<file path="src/rtl/fp_compare_unit.sv">
module fp_compare_unit #(
  parameter int EXP_W  = 8,
  parameter int FRAC_W = 23
) (
  input  logic                        clk,
  input  logic                        rst_n,
  input  logic                        in_valid,
  input  logic [EXP_W+FRAC_W:0]       op_a,
  input  logic [EXP_W+FRAC_W:0]       op_b,
  input  logic [2:0]                  pred_sel,
  output logic                        out_valid,
  output logic                        flag,
  output logic                        invalid
);
  localparam int W = 1 + EXP_W + FRAC_W;

  localparam logic [2:0] P_EQ  = 3'd0;
  localparam logic [2:0] P_LT  = 3'd1;
  localparam logic [2:0] P_LE  = 3'd2;
  localparam logic [2:0] P_UN  = 3'd3;
  localparam logic [2:0] P_UEQ = 3'd4;
  localparam logic [2:0] P_ULT = 3'd5;
  localparam logic [2:0] P_ULE = 3'd6;

  logic a_nan, b_nan, a_snan, b_snan;
  logic any_nan, any_snan, both_zero;
  logic mag_lt, mag_eq;
  logic rel_eq, rel_lt;
  logic nxt_flag, nxt_inv;

  assign a_nan  = (&op_a[W-2:FRAC_W]) && (|op_a[FRAC_W-1:0]);
  assign b_nan  = (&op_b[W-2:FRAC_W]) && (|op_b[FRAC_W-1:0]);
  assign a_snan = a_nan && !op_a[FRAC_W-1];
  assign b_snan = b_nan && !op_b[FRAC_W-1];

  assign any_nan   = a_nan || b_nan;
  assign any_snan  = a_snan || b_snan;
  assign both_zero = ~|{op_a[W-2:0], op_b[W-2:0]};

  assign mag_lt = op_a[W-2:0] <  op_b[W-2:0];
  assign mag_eq = op_a[W-2:0] == op_b[W-2:0];

  assign rel_eq = !any_nan && (both_zero || (op_a == op_b));

  always_comb begin
    rel_lt = 1'b0;
    if (!any_nan && !both_zero) begin
      unique case ({op_a[W-1], op_b[W-1]})
        2'b00:   rel_lt = mag_lt;
        2'b11:   rel_lt = !mag_lt && !mag_eq;
        2'b10:   rel_lt = 1'b1;
        default: rel_lt = 1'b0;
      endcase
    end
  end

  always_comb begin
    nxt_flag = 1'b0;
    nxt_inv  = any_snan;
    unique case (pred_sel)
      P_EQ:  nxt_flag = rel_eq;
      P_LT:  begin nxt_flag = rel_lt;           nxt_inv = any_nan; end
      P_LE:  begin nxt_flag = rel_lt || rel_eq; nxt_inv = any_nan; end
      P_UN:  nxt_flag = any_nan;
      P_UEQ: nxt_flag = rel_eq || any_nan;
      P_ULT: nxt_flag = rel_lt || any_nan;
      P_ULE: nxt_flag = rel_lt || rel_eq || any_nan;
      default: begin nxt_flag = 1'b0; nxt_inv = 1'b0; end
    endcase
  end

  always_ff @(posedge clk) begin
    if (!rst_n) begin
      out_valid <= 1'b0;
      flag      <= 1'b0;
      invalid   <= 1'b0;
    end else begin
      out_valid <= in_valid;
      if (in_valid) begin
        flag    <= nxt_flag;
        invalid <= nxt_inv;
      end
    end
  end


  latency_chk: assert property (@(posedge clk) disable iff (!rst_n)
    in_valid |=> out_valid);


  hold_chk: assert property (@(posedge clk) disable iff (!rst_n)
    !in_valid |=> ($stable(flag) && $stable(invalid)));


  signaling_nan_chk: assert property (@(posedge clk) disable iff (!rst_n)
    (in_valid && (pred_sel == P_LT || pred_sel == P_LE) && any_nan)
      |=> (invalid && !flag));


  signed_zero_eq_chk: assert property (@(posedge clk) disable iff (!rst_n)
    (in_valid && pred_sel == P_EQ && both_zero) |=> (flag && !invalid));


  unordered_chk: assert property (@(posedge clk) disable iff (!rst_n)
    (in_valid && pred_sel == P_UN) |=> (flag == $past(any_nan)));


  quiet_nan_chk: assert property (@(posedge clk) disable iff (!rst_n)
    (in_valid && pred_sel >= P_UEQ && pred_sel <= P_ULE && any_nan && !any_snan)
      |=> (flag && !invalid));


  reserved_chk: assert property (@(posedge clk) disable iff (!rst_n)
    (in_valid && pred_sel == 3'd7) |=> (!flag && !invalid));
endmodule

</file>
<file path="config.mk">
export PLATFORM = sky130hd
export DESIGN_NAME = fp_compare_unit
export DESIGN_NICKNAME = d
export VERILOG_FILES = /design/src/rtl/fp_compare_unit.sv
export SDC_FILE = /design/constraint.sdc
export NUM_CORES = 1
export LEC_CHECK = 0
export ABC_AREA = 1
export BUFFER_PORTS_ARGS = -buffer_cell sky130_fd_sc_hd__buf_2
export CORE_MARGIN = 4
export CORE_UTILIZATION = 41
export CTS_CLUSTER_DIAMETER = 100
export DETAILED_ROUTE_END_ITERATION = 7
export PLACE_DENSITY = 0.78
export SLEW_MARGIN = 30
export SYNTH_ARGS = -nofsm -noshare
export SYNTH_HDL_FRONTEND = slang
export SYNTH_SLANG_ARGS = --single-unit
</file>
<file path="constraint.sdc">
create_clock -name clk -period 1.8 [get_ports clk]
set_input_delay 0.27 -clock clk [delete_from_list [all_inputs] [get_ports clk]]
set_output_delay 0.27 -clock clk [all_outputs]
set_load 0.01 [all_outputs]
</file>
==> out/summary.txt <==
Slew @ Worst Pin -> 0.326 ns
Syn Nets -> 371
prevailing post-synth register cell -> dfxtp_1
FILL cells -> 373
multi-input logic area -> 0.00123 mm²
Max Freq -> 638 MHz
crit-path most repeated cell -> nand2_1
worst hold path class -> primary input to register
Die ar. -> 0.00468 mm²
CP max-delay cell -> ha_1
setup violators final -> 0
diode count -> 0
post-DP HPWL -> 3710 µm
arrival time at the worst endpoint -> 1.72 ns
Synth Cell Area -> 0.00150 mm²
First-pass DRT Iterations -> 4
Distinct cells, synth -> 26
H-tree depth -> 1
largest net degree at the start of global routing -> 6
Post-synth EDFFs -> 0
R2R cell count -> 2
total power -> 0.000622 W
synthesized area per cell -> 5.63 µm²
yosys warns -> 0
area growth from synthesis to final layout -> 31.9%
hold_buf cts -> 0
Die H -> 68.4 µm
drt first-iter violations -> 72
Core Region -> 0.00344 mm²
Longest Clk Path Bufs -> 2
FF/Latch Area -> 60.1 µm²
CP startpoint kind -> primary input
root buffer cell -> clkbuf_8
layout net count -> 450
Max-Slew Margin vs Limit -> 0.781
PwrDens -> 315 mW/mm²
CP Class -> primary input to register
total congestion overflow -> 0
Place WS -> 0.00728 ns
Worst Hold Launch -> rst_n
vias per cell -> 4.68
# DRC -> 0
crit-path max FO -> 2
DRT Wirelength -> 4000 µm
Worst Setup End Kind -> register
vias in the first global route -> 1666
leak pwr -> 1.19 nW
critical path, cell by cell -> buf_2, clkinv_1, ha_1, nand2_1, inv_2, nand3_2, nor3_4, nand3_1, or2_0, nand2_1, a21oi_1, nand2_1, nand2_1, a21oi_2
Synth Register Bits -> 3
Clock Skews -> 0 ns
ys async rst share -> 0
TritonCTS Sinks -> 3
DR vias -> 1825
post-CTS setup buffers -> 0
CTS tree -> yes
Final Hold Viols -> 0
Post-Syn Instances -> 266
RSZ-0062 raised after global routing -> false
worst hold stages -> 3
Post-CTS Resized -> 0
Initial Utilization -> 0.435
Die Width -> 68.4 µm
Post-synth top cells -> nand2_1, ha_1, nor2_1
Final Max Slew Viols -> 0
layout cell share with drive strength beyond 1 -> 0.331
Worst-path clk slew -> 0.03 ns
synth top area cells -> ha_1, nand2_1, nor2_1
crit share post-route -> 0.871
outcome -> finished, final reports clean
max incr delay on CP -> 0.29 ns
r2r endpoint -> flag$_SDFFE_PN0P_
IO Count -> 73
Routed WL per cell -> 10.3 µm
top-count cell post-synth -> nand2_1
Placer Congestion -> 0.842
worst r2r src -> flag$_SDFFE_PN0P_
Seq/Total Area, Yosys -> 0.0401
Clk Latency, worst-skew pair -> 0.21 ns
GRT Util Overall -> 0.178
setup TNS -> 0 ns
Worst Hold End -> out_valid$_SDFF_PN0_
max cap viols -> 0
worst path required time -> 1.95 ns
Num CTS Buffers -> 3
PortBufs -> 72
first-pass GRT wire length -> 6520 µm
top cell type's share of synthesized area -> 0.293
worst vdd ir -> 0.180 mV
number of antenna violations at the first check in global routing -> 0
shortest period the worst path allows -> 1.57 ns
antenna-violating nets left -> 0
FP Rows -> 21
Synth area leader -> ha_1
flop2flop setup slack -> 1.23 ns
setup ws final -> 0.231 ns
metal layers:
metal	track usage	vias to the layer above	part of all wire
met4	0.0323	0	0.0048
met2	0.317	49	0.47
met1	0.224	768	0.45
met3	0.0263	2	0.070
li1	-	1006	-
met5	0	-	0
logic make-up (layout without fill, tap and decap cells):
kind of cell / after synthesis / in the layout / share of synthesized area
and+or+nand+nor: 153 / 153 / 0.456
buffers and inverters: 55 / 133 / 0.138
adders and majority gates: 35 / 35 / 0.293
AOI/OAI and AO/OA: 20 / 20 / 0.0736
DFF: 3 / 3 / 0.0401
report_power, final:
part	leakage, nW	switching [W]	internal, W
registers	0.0245	0.000000779	0.0000692
clock network	0.0228	0.0000449	0.000151
logic	1.15	0.000198	0.000158
total	1.19	0.000243	0.000379
worst max-delay path: cells and delay by family:
family                     cells  cell delay, ns
adders and majority gates      1            0.29
and+or+nand+nor                8            0.79
buffers and inverters          3            0.21
AOI/OAI and AO/OA              2            0.16
metrics by stage:
| step | utilization | instances | instance area (µm²) | hold slack (ns) |
|---|---|---|---|---|
| final | 0.574 | 390 | 1970 | 0.258 |
| after global routing | 0.574 | 390 | 1970 | 0.253 |
| after CTS | 0.574 | 390 | 1970 | 0.257 |
| after detailed placement | 0.561 | 386 | 1930 | 0.455 |
| after global placement | 0.561 | 386 | 1930 | 0.451 |
| after floorplan | - | 266 | 1500 | 0.363 |
worst max-delay path by stage:
stage | cells after the start | from | slack [ns] | end
final | 14 | op_b[18] | 0.23 | flag$_SDFFE_PN0P_
after global routing | 15 | op_b[30] | 0.06 | flag$_SDFFE_PN0P_
after CTS | 14 | op_b[18] | 0.22 | flag$_SDFFE_PN0P_
after detailed placement | 14 | op_b[18] | 0.007 | flag$_SDFFE_PN0P_
after global placement | 14 | op_b[18] | 0.04 | flag$_SDFFE_PN0P_
after floorplan | 13 | op_b[18] | 0.23 | flag$_SDFFE_PN0P_
cell type report:
type	instances	share of cell area
sequential	3	0.0304
tap	46	0.0292
inverter	55	0.105
clock buffer	4	0.0228
timing repair buffer	74	0.190
multi-input combinational	208	0.623
cells in the final DEF, fill, tap and decap left out, types with 2 or more instances in the layout:
master    instances
nor2_2            3
buf_2            72
a21oi_1          15
nand2_1          81
inv_2            27
ha_1             35
nand2_2           2
buf_4             2
nor3_1            9
inv_1            27
nor2_1           31
nand3_1           6
dfxtp_1           3
a21o_1            2
nand4_1          12
clkbuf_8          3
sequential cells by signal (all words and copies together) (netlist names):
| name | cells |
|---|---|
| flag | 1 |
| invalid | 1 |
| out_valid | 1 |
Power figures use the tool's default switching activity.
